--- src/rtl/shc_pkg.sv ---
package shc_pkg;

  typedef enum logic [1:0] {
    MODE_RING    = 2'd0,
    MODE_ONEHOT  = 2'd1,
    MODE_ONECOLD = 2'd2,
    MODE_TWISTED = 2'd3
  } shc_mode_e;

endpackage

--- src/rtl/shc_feedback.sv ---
module shc_feedback
  import shc_pkg::*;
#(
  parameter int N = 4
) (
  input  logic [N-1:0] q,
  input  shc_mode_e    mode,
  output logic         fb
);

  localparam int LOW_W = N - 1;

  logic [LOW_W-1:0] low_bits;
  logic             any_low_set;
  logic             all_low_set;

  assign low_bits    = q[LOW_W-1:0];
  assign any_low_set = |low_bits;
  assign all_low_set = &low_bits;

  always_comb begin
    unique case (mode)
      MODE_RING:    fb = q[N-1];
      MODE_ONEHOT:  fb = ~any_low_set;
      MODE_ONECOLD: fb = ~all_low_set;
      MODE_TWISTED: fb = ~q[N-1];
      default:      fb = q[N-1];
    endcase
  end

endmodule

--- src/rtl/shc_validity.sv ---
module shc_validity
  import shc_pkg::*;
#(
  parameter int N = 4
) (
  input  logic [N-1:0] q,
  input  shc_mode_e    mode,
  output logic         valid
);

  localparam int CNT_W = $clog2(N + 1);

  logic [N-2:0]     edges;
  logic [CNT_W-1:0] ones_cnt;
  logic [CNT_W-1:0] zeros_cnt;
  logic [CNT_W-1:0] edge_cnt;

  for (genvar g = 0; g < N - 1; g++) begin : g_edge
    assign edges[g] = q[g] ^ q[g+1];
  end

  always_comb begin
    ones_cnt = '0;
    for (int i = 0; i < N; i++) ones_cnt = ones_cnt + CNT_W'(q[i]);
    zeros_cnt = CNT_W'(N) - ones_cnt;
    edge_cnt = '0;
    for (int i = 0; i < N - 1; i++) edge_cnt = edge_cnt + CNT_W'(edges[i]);
  end

  always_comb begin
    unique case (mode)
      MODE_RING,
      MODE_ONEHOT:  valid = (ones_cnt == CNT_W'(1));
      MODE_ONECOLD: valid = (zeros_cnt == CNT_W'(1));
      MODE_TWISTED: valid = (edge_cnt <= CNT_W'(1));
      default:      valid = 1'b0;
    endcase
  end

endmodule

--- src/rtl/shc_state_reg.sv ---
module shc_state_reg
  import shc_pkg::*;
#(
  parameter int N = 4
) (
  input  logic         clk,
  input  logic         rst,
  input  logic         en,
  input  shc_mode_e    mode,
  input  logic         fb,
  output logic [N-1:0] q
);

  localparam logic [N-1:0] START_HOT  = {{(N-1){1'b0}}, 1'b1};
  localparam logic [N-1:0] START_COLD = ~START_HOT;
  localparam logic [N-1:0] START_TWIST = '0;

  logic [N-1:0] start_state;

  always_comb begin
    unique case (mode)
      MODE_ONECOLD: start_state = START_COLD;
      MODE_TWISTED: start_state = START_TWIST;
      default:      start_state = START_HOT;
    endcase
  end

  always_ff @(posedge clk) begin
    if (rst)     q <= start_state;
    else if (en) q <= {q[N-2:0], fb};
  end

  // reset picks the start state per mode
  p_reset_twist_r1: assert property (@(posedge clk)
    (rst && mode == MODE_TWISTED) |=> (q == '0));
  p_reset_cold_r1: assert property (@(posedge clk)
    (rst && mode == MODE_ONECOLD) |=> ($countones(~q) == 1 && !q[0]));

  p_hold_r2: assert property (@(posedge clk) disable iff (rst)
    !en |=> $stable(q));

  p_shift_r3: assert property (@(posedge clk) disable iff (rst)
    en |=> (q[N-1:1] == $past(q[N-2:0])));

  p_ring_r4: assert property (@(posedge clk) disable iff (rst)
    (en && mode == MODE_RING) |=> (q[0] == $past(q[N-1])));

  p_twist_r7: assert property (@(posedge clk) disable iff (rst)
    (en && mode == MODE_TWISTED) |=> (q[0] != $past(q[N-1])));

endmodule

--- src/rtl/shift_counter.sv ---
module shift_counter
  import shc_pkg::*;
#(
  parameter int N = 4
) (
  input  logic         clk,
  input  logic         rst,
  input  logic [1:0]   mode_i,
  input  logic         en_i,
  output logic [N-1:0] count_o,
  output logic         valid_o
);

  shc_mode_e    mode;
  logic         fb;
  logic [N-1:0] state;

  assign mode = shc_mode_e'(mode_i);

  shc_feedback #(.N(N)) u_fb (
    .q    (state),
    .mode (mode),
    .fb   (fb)
  );

  shc_state_reg #(.N(N)) u_reg (
    .clk  (clk),
    .rst  (rst),
    .en   (en_i),
    .mode (mode),
    .fb   (fb),
    .q    (state)
  );

  shc_validity #(.N(N)) u_val (
    .q     (state),
    .mode  (mode),
    .valid (valid_o)
  );

  assign count_o = state;

  // once on the one-hot cycle, the repairing mode stays there
  p_hot_closed_r5: assert property (@(posedge clk) disable iff (rst)
    (en_i && mode == MODE_ONEHOT && $onehot(count_o))
      |=> (mode_i != 2'd1) || $onehot(count_o));

  // once on the one-cold cycle, the repairing mode stays there
  p_cold_closed_r6: assert property (@(posedge clk) disable iff (rst)
    (en_i && mode == MODE_ONECOLD && $onehot(~count_o))
      |=> (mode_i != 2'd2) || $onehot(~count_o));

  // one-hot modes flag validity by the one-hot property
  p_valid_hot_r8: assert property (@(posedge clk) disable iff (rst)
    (mode_i == 2'd0 || mode_i == 2'd1) |-> (valid_o == $onehot(count_o)));

endmodule

--- config.mk ---
export PLATFORM = sky130hd
export DESIGN_NAME = shift_counter
export DESIGN_NICKNAME = d
export VERILOG_FILES = /design/src/rtl/shc_pkg.sv /design/src/rtl/shc_feedback.sv /design/src/rtl/shc_validity.sv /design/src/rtl/shc_state_reg.sv /design/src/rtl/shift_counter.sv
export SDC_FILE = /design/constraint.sdc
export NUM_CORES = 1
export LEC_CHECK = 0
export BUFFER_PORTS_ARGS = -buffer_cell sky130_fd_sc_hd__buf_2
export CAP_MARGIN = 20
export CORE_AREA = 8 8 45 47
export DETAILED_ROUTE_END_ITERATION = 10
export DIE_AREA = 0 0 53 55
export SLEW_MARGIN = 20
export SYNTH_ARGS = -nofsm -noshare
export SYNTH_HDL_FRONTEND = slang
export SYNTH_SLANG_ARGS = --single-unit
--- constraint.sdc ---
create_clock -name clk -period 3.77 [get_ports clk]
set_input_delay 0.377 -clock clk [delete_from_list [all_inputs] [get_ports clk]]
set_output_delay 0.377 -clock clk [all_outputs]
set_load 0.05 [all_outputs]
==> flow_summary.yaml, run 1 <==
timing:
  relSlewSlack: 0.8337
  fmax_mhz: 306.1
  hold_violations: 0
  min_period_over_period: 0.8667
  rsz0062_at_grt: "no"
  fin_setup_tns_ns: 0
  fin_skew_ns: 0.0001088
  finalCriticalPeriod_ns: 3.267
  setup_viol: 0
  worstMarginPinSlew_ns: 0.2511
  drv_slew: 0
  hold_slack_ns: 0.5358
route:
  vias: 297
  drc: 0
  drtIter0Drc: 3
  wl_met1_um: 361
  wl_um: 757
  viasPerCell: 4.569
  top_layer: "met4"
  dr_wl_met3_um: 38
  detail_route.first_pass.iterations: 2
  postRouteAntennaNets: 0
  post_drt_wl_per_cell_um: 11.65
  wl_met2_um: 340
synthesis:
  synth_top_cell_area_share: 0.3127
  synth_cell_types: 20
  synth_seq_cells: 4
  netlist_instances: 38
  synth_edf_count: 4
  synth.most_common_cell: "inv_1"
  yosysWarnings: 0
  yosys_most_used_dff: "edfxtp_1"
  synth_area_leaders: "edfxtp_1 (31%), ha_1 (13%), fa_1 (10%)"
  synth_top_area_cell: "edfxtp_1"
  async_reset_ff_frac: 0
  synth_common_cells: "inv_1 (7), edfxtp_1 (4), ha_1 (4), xor2_1 (3)"
  avgSynthCellArea_um2: 10.11
  seq_area_frac_synth: 0.3127
  synthesis.area_um2: 384.1
  synth_nets: 49
critical_path:
  crit_buf_inv: 5
  critPathMaxStageDelay_ns: 0.47
  path_cells: "inv_1 -> ha_1 -> inv_1 -> fa_1 -> inv_1 -> ha_1 -> inv_1 -> ha_1 -> or4b_1 -> o21ai_1 -> buf_2"
  end_kind: "output pin"
  r2r_cells: 5
  cp.arrival_ns: 2.89
  crit_path_top_delay_cell: "or4b_1"
  worstSetupPathType: "reg -> out"
  cp_top_family: "adder cells"
  reg2reg_from: "u_reg.q[1]$_DFFE_PP_"
  crit_top_cell: "inv_1"
  crit_fanout: 4
  r2r_end: "u_reg.q[0]$_DFFE_PP_"
  cp-start-kind: "register"
  required_ns: 3.39
  r2r_slack_ns: 2.34
pwr:
  power_leakage_uw: 0.0002231
  peakVddDrop_uv: 143.0
  power-per-cell-area_nw_per_um2: 468.0
global_route:
  antenna_found_initial: 0
  track_usage: 0.06089
  grt_pass1_vias: 297
  grt_max_degree: 10
  grt.overflow.total: 0
  grt_first_pass_wirelength_mm: 1.276
finish:
  num_antenna_cells: 0
  area_growth_pct: 20.85
  reg_top3: "u_reg.q (4)"
  fin_cells: 65
  finalNetCount: 62
  fillCellCount: 149
  largest_reg_flops: 4
  drive_above_1_share: 0.2449
  multi_input_area_um2: 226.5
  regArea_um2: 120.1
  largest_register: "u_reg.q"
worst_hold_path:
  whs_endpoint: "u_reg.q[0]$_DFFE_PP_"
  min_from: "en_i"
  hold_class: "in -> reg"
  min_path_cells: 2
clocking:
  ctsResizeCount: 0
  worstSkewPairLatency_ns: 0.23
  hold_buffers: 0
  numCtsBuffers: 3
  clk_pin_slew_ns: 0.04
  clock_path_buffers: 2
  cts_tree: "yes"
  cts_setup_buffers: 0
  cts-htree-levels: 1
  cts.sinks: 4
  cts_root_buffer: "clkbuf_4"
floorplan:
  core_area_um2: 1384
  ios: 10
  start_util: 0.2776
  die_height_um: 55
  chipWidth_um: 53
  dieArea_um2: 2915
  num_rows: 14
placement:
  hpwlAfterDp_um: 621.5
  portBuffers: 9
  dp_cells: 62
  finalWeightedCongestion: 0.6933
outcome:
  status: "finished, final reports clean"
run:
  cap_violations: 0
-- worst register-to-register path, cell delays in order (launching register included) --
cell      delay (ns)
edfxtp_1        0.39
inv_1           0.08
ha_1            0.20
a211oi_1        0.23
a31oi_1         0.06
o211a_1         0.21
-- worst max-delay path by stage --
stage               endpoint  cells past startpoint                 start  slack, ns
global placement     valid_o                     11  u_reg.q[1]$_DFFE_PP_       0.79
CTS                  valid_o                     11  u_reg.q[1]$_DFFE_PP_       0.48
detailed placement   valid_o                     11  u_reg.q[1]$_DFFE_PP_       0.75
global route         valid_o                     11  u_reg.q[1]$_DFFE_PP_       0.32
floorplan            valid_o                     10  u_reg.q[1]$_DFFE_PP_       0.17
finish               valid_o                     11  u_reg.q[1]$_DFFE_PP_       0.50
-- cells by family (layout without fill, tap and decap cells) --
| group | count (synthesis) | after routing | synth area share |
|---|---|---|---|
| AOI/OAI and AO/OA | 9 | 9 | 0.1433 |
| adders and majority gates | 6 | 6 | 0.2345 |
| DFF | 4 | 4 | 0.3127 |
| and+or+nand+nor | 7 | 7 | 0.1434 |
| xor gates and xnor gates | 3 | 3 | 0.06842 |
| buffers and inverters | 9 | 20 | 0.09773 |
-- stage by stage --
step	setup WS, ns	cell area [um^2]	utilization	total power (uW)
2_1_floorplan	0.1681	384.1	-	143.4
3_3_place_gp	0.7899	441.7	0.3192	163.4
3_5_place_dp	0.7453	441.7	0.3192	166.7
4_1_cts	0.4781	464.2	0.3354	222.3
5_1_grt	0.3238	464.2	0.3354	238.0
6_report	0.5026	464.2	0.3354	217.2
-- layout by cell type, fill, tap and decap left out --
master,count
xor2_1,3
buf_2,9
nand4b_1,1
a211oi_1,1
nor4bb_1,1
a31oi_1,2
o21ai_1,2
or2_1,1
edfxtp_1,4
a21oi_1,1
inv_1,7
clkbuf_4,3
nand2b_1,1
nand3b_1,1
or4b_1,1
ha_1,4
fa_1,2
nor4_1,1
o211a_1,1
o21ai_0,2
clkinv_1,1
-- area by class of cell --
class                   instances  share of cell area
clock buffers                   3             0.04852
flip-flops and latches          4              0.2588
repair buffers                  9             0.09704
inverters                       8             0.06469
multi-input cells              25              0.4879
well taps                      16             0.04313
-- layer usage --
metal | vias up | track usage
met3 | 2 | 0.01872
met2 | 7 | 0.09375
met5 | - | 0
met1 | 131 | 0.06759
li1 | 157 | -
met4 | 0 | 0.05172
-- report_power, final --
group	internal [uW]	switching (uW)	leakage (uW)	total, uW
combinational	34.1	68.5	0.000167	103
sequential	55.7	6.28	0.0000420	62.0
clock	35.6	17.0	0.0000138	52.5
total	125	91.8	0.000223	217
(Power assumes the default switching activity.)
==> run 2, diff against run 1 <==
==> constraint.sdc (replaced) <==
create_clock -name clk -period 2.84 [get_ports clk]
set_input_delay 0.284 -clock clk [delete_from_list [all_inputs] [get_ports clk]]
set_output_delay 0.284 -clock clk [all_outputs]
set_load 0.05 [all_outputs]
==> flow_summary.yaml, run 2 (synthesis gave the netlist of run 1 again) <==
floorplan:
  num_rows: 14
  ios: 10
  chipWidth_um: 53
  start_util: 0.2776
  core_area_um2: 1384
  dieArea_um2: 2915
  die_height_um: 55
route:
  wl_um: 822
  post_drt_wl_per_cell_um: 11.58
  vias: 337
  drc: 0
  postRouteAntennaNets: 0
  detail_route.first_pass.iterations: 2
  viasPerCell: 4.746
  drtIter0Drc: 4
critical_path:
  cp_top_family: "adder cells"
  r2r_slack_ns: 1.51
  crit_fanout: 2
  crit_buf_inv: 5
  end_kind: "output pin"
  worstSetupPathType: "reg -> out"
  cp-start-kind: "register"
  path_cells: "inv_2 -> ha_4 -> inv_2 -> fa_2 -> inv_2 -> ha_4 -> inv_4 -> ha_4 -> or4b_4 -> o21ai_4 -> buf_6"
  crit_path_top_delay_cell: "or4b_4"
  critPathMaxStageDelay_ns: 0.49
  crit_start: "u_reg.q[1]$_DFFE_PP_"
  required_ns: 2.56
  cp.arrival_ns: 2.56
  reg2reg_from: "u_reg.q[1]$_DFFE_PP_"
clocking:
  worstSkewPairLatency_ns: 0.23
  clock_path_buffers: 2
  clk_pin_slew_ns: 0.03
  cts_root_buffer: "clkbuf_4"
  cts.sinks: 4
  cts_tree: "yes"
  numCtsBuffers: 3
  cts-htree-levels: 1
placement:
  place_area_um2: 491.7
  portBuffers: 9
  hpwlAfterDp_um: 660.3
  finalWeightedCongestion: 0.6997
  dp_cells: 65
  place_ws_ns: 0.002322
outcome:
  violations: "setup timing"
  status: "finished with violations"
timing:
  fmax_mhz: 351.3
  fin_skew_ns: 0.00001385
  fin_ws_ns: -0.006705
  worstMarginPinSlew_ns: 0.2721
  finalCriticalPeriod_ns: 2.847
  drv_slew: 0
  relSlewSlack: 0.8177
  setup_viol: 1
  rsz0062_at_grt: "yes"
  hold_violations: 0
  hold_slack_ns: 0.4504
  min_period_over_period: 1.002
pwr:
  p_sw_uw: 144.9
  p_total_uw: 357.6
  power_leakage_uw: 0.0002510
  pwr-share-clk: 0.184
  p_sw_frac: 0.4050
  power-per-cell-area_nw_per_um2: 624.1
  peakVddDrop_uv: 236.9
  p_seq_frac: 0.221
  comb_power_share: 0.595
  p_int_uw: 212.8
global_route:
  grt.overflow.total: 0
  antenna_found_initial: 0
  grt_first_pass_wirelength_mm: 1.455
  grt_pass1_vias: 369
  grt_max_degree: 10
  track_usage: 0.06583
finish:
  largest_register: "u_reg.q"
  fin_cells: 71
  drive_above_1_share: 0.5273
  num_antenna_cells: 0
  finalNetCount: 68
  design_area_um2: 573.1
  fillCellCount: 145
  mostFrequentLayoutCells: "buf_2 (8), buf_4 (6), inv_2 (4), edfxtp_1 (4)"
  multi_input_area_um2: 281.5
  final_common_cell: "buf_2"
  reg_top3: "u_reg.q (4)"
  largest_reg_flops: 4
  regArea_um2: 120.1
  area_growth_pct: 49.19
worst_hold_path:
  hold_class: "in -> reg"
  min_from: "en_i"
run:
  cap_violations: 0
[run 2: changes by cell type in the layout (fill, tap and decap cells not counted), moves of 3 or more]
cell,before,now
inv_1,7,2
ha_1,4,1
buf_4,0,6
ha_4,0,3
inv_2,0,4
[run 2: final cells by class]
| type | instances | share of cell area |
|---|---|---|
| inverters | 8 | 0.05677 |
| flip-flops and latches | 4 | 0.2096 |
| repair buffers | 15 | 0.1681 |
| clock buffers | 3 | 0.03930 |
| multi-input cells | 25 | 0.4913 |
| well taps | 16 | 0.03493 |
[run 2: per-layer routing]
layer | up-vias | share of wire | GRT usage | routed length (um)
li1 | 168 | - | - | -
met1 | 161 | 0.45 | 0.07373 | 371
met2 | 8 | 0.47 | 0.1094 | 386
met3 | 0 | 0.078 | 0.01872 | 64
met4 | 0 | 0 | 0.03879 | 0
met5 | - | 0 | 0 | 0
[run 2: path summary, 6_finish.rpt]
path	endpoint	cells after the start
max	valid_o	11
min	u_reg.q[2]$_DFFE_PP_	2
max reg2reg	u_reg.q[0]$_DFFE_PP_	5
min reg2reg	u_reg.q[3]$_DFFE_PP_	2
[run 2: what timing repair did]
| action | in CTS | in global routing |
|---|---|---|
| buffers inserted | 1 | 2 |
| cloned | 0 | 0 |
| hold buffers | 0 | 0 |
| gates resized for setup | 8 | 1 |
| setup endpoints to repair | 1 | 1 |
| pin swaps | 5 | 5 |
[run 2: power by group through the flow]
stage          clock (uW)  sequential [uW]  combinational [uW]
3_5_place_dp            0             80.0                 168
4_1_cts              69.2             79.2                 203
5_1_grt              74.9             80.1                 233
6_report             65.9             79.0                 213
3_3_place_gp            0             79.5                 165
2_1_floorplan           0              105                 106
[run 2: worst reg2reg max path: stages (launching register included)]
cell and delay [ns]:
edfxtp_1 0.36, inv_2 0.06, ha_4 0.15, a211oi_1 0.23
a31oi_1 0.07, o211a_1 0.22
[run 2: per-stage QoR]
stage                       TNS, ns  utilization
after detailed placement          0       0.3553
after CTS                   -0.1197       0.4014
after global routing        -0.1018       0.4141
final                     -0.006705       0.4141
after floorplan             -0.2574            -
after global placement            0       0.3553
==> run 3, diff against run 2 <==
--- a/config.mk
+++ b/config.mk
@@ -5,7 +5,7 @@
 export SDC_FILE = /design/constraint.sdc
 export NUM_CORES = 1
 export LEC_CHECK = 0
-export BUFFER_PORTS_ARGS = -buffer_cell sky130_fd_sc_hd__buf_2
+export BUFFER_PORTS_ARGS = -buffer_cell sky130_fd_sc_hd__buf_4
 export CAP_MARGIN = 20
 export CORE_AREA = 8 8 45 47
 export DETAILED_ROUTE_END_ITERATION = 10
==> flow_summary.yaml, run 3 (synthesis gave the netlist of run 1 again) <==
route:
  vias: 336
  detail_route.first_pass.iterations: 3
  post_drt_wl_per_cell_um: 12.54
  drc: 0
  postRouteAntennaNets: 0
  drtIter0Drc: 6
  viasPerCell: 4.800
  wl_um: 878
finish:
  finalNetCount: 67
  fin_cells: 70
  reg_top3: "u_reg.q (4)"
  largest_register: "u_reg.q"
  fin_util: 0.4231
  fillCellCount: 146
  design_area_um2: 585.6
  drive_above_1_share: 0.5185
  mostFrequentLayoutCells: "buf_4 (13), inv_2 (4), edfxtp_1 (4)"
  area_growth_pct: 52.44
  largest_reg_flops: 4
  num_antenna_cells: 0
  final_common_cell: "buf_4"
outcome:
  violations: "setup timing"
  status: "finished with violations"
pwr:
  p_total_uw: 365.1
  power_leakage_uw: 0.0002528
  power-per-cell-area_nw_per_um2: 623.5
  peakVddDrop_uv: 246.9
floorplan:
  chipWidth_um: 53
  ios: 10
  num_rows: 14
  dieArea_um2: 2915
  die_height_um: 55
  start_util: 0.2776
  core_area_um2: 1384
placement:
  hpwlAfterDp_um: 729.1
  portBuffers: 9
  dp_cells: 66
  place_area_um2: 521.8
  finalWeightedCongestion: 0.6941
clocking:
  cts_root_buffer: "clkbuf_4"
  clk_pin_slew_ns: 0.04
  cts.sinks: 4
  numCtsBuffers: 3
  cts-htree-levels: 1
  clock_path_buffers: 2
  worstSkewPairLatency_ns: 0.23
  hold_buffers: 0
  cts_tree: "yes"
global_route:
  track_usage: 0.06766
  antenna_found_initial: 0
  grt_first_pass_wirelength_mm: 1.414
  grt.overflow.total: 0
  grt_max_degree: 10
  grt_pass1_vias: 332
critical_path:
  cp-start-kind: "register"
  crit_buf_inv: 5
  required_ns: 2.56
  crit_path_top_delay_cell: "or4b_4"
  critPathMaxStageDelay_ns: 0.50
  cp.arrival_ns: 2.58
  path_cells: "inv_2 -> ha_4 -> inv_2 -> fa_2 -> inv_2 -> ha_4 -> inv_4 -> ha_4 -> or4b_4 -> o21ai_4 -> buf_6"
  cp_top_family: "adder cells"
  worst-path-stages: 11
  end_kind: "output pin"
  crit_fanout: 2
  worstSetupPathType: "reg -> out"
  r2r_cells: 5
timing:
  fin_setup_tns_ns: -0.02474
  min_period_over_period: 1.009
  rsz0062_at_grt: "yes"
  fin_ws_ns: -0.02474
  setup_viol: 1
  fmax_mhz: 349.1
  drv_slew: 0
  hold_violations: 0
  worstMarginPinSlew_ns: 0.3179
  fin_skew_ns: 0.0003419
  relSlewSlack: 0.7871
  finalCriticalPeriod_ns: 2.865
worst_hold_path:
  min_path_cells: 2
  hold_class: "in -> reg"
run:
  cap_violations: 0
[run 3: timing repair]
item / in CTS / in global routing
pin swaps: 5 / 4
setup endpoints to repair: 1 / 1
buffers inserted: 1 / 0
endpoints found under the hold margin: 0 / 0
resized for setup: 8 / 0
[run 3: final cells by class]
cell class,count,area (um^2),share of cell area
inverter,8,32.53,0.05556
timing repair buffer,14,108.9,0.1859
multi-input combinational,25,281.5,0.4808
sequential,4,120.1,0.2051
clock buffer,3,22.52,0.03846
tap,16,20.02,0.03419
[run 3: path summary, 6_finish.rpt]
check	start	endpoint	slack, ns
worst max-delay path	u_reg.q[1]$_DFFE_PP_	valid_o	-0.02
worst max register to register	u_reg.q[1]$_DFFE_PP_	u_reg.q[0]$_DFFE_PP_	1.52
worst min register to register	u_reg.q[2]$_DFFE_PP_	u_reg.q[3]$_DFFE_PP_	0.66
worst min-delay path	rst	u_reg.q[3]$_DFFE_PP_	0.41
[run 3: report_power, final]
part / internal (uW) / switching, uW / total, uW
combinational: 94.8 / 126 / 220
clock: 47.1 / 20.0 / 67.1
sequential: 73.8 / 3.80 / 77.6
total: 216 / 149 / 365
[run 3: per-stage QoR]
stage               hold WS [ns]  setup slack (ns)
finish                    0.4145          -0.02474
global route              0.4153           -0.1077
CTS                       0.4078           -0.1391
detailed placement        0.6518           0.06908
global placement          0.6438            0.1061
floorplan                 0.4872           -0.2574
[run 3: worst reg2reg max path: cells and delay by family, from the launching register on]
family	cells	cell delay, ns
flip-flops	1	0.36
AO/OA/AOI/OAI	3	0.50
adder cells (fa/ha/maj)	1	0.15
buffers and inverters	1	0.06
[run 3: routing by layer]
layer,track usage,vias to the layer above,share of wire
li1,-,166,-
met2,0.1152,10,0.50
met4,0.03879,0,0
met3,0.03209,0,0.098
met5,0,-,0
met1,0.06656,160,0.40
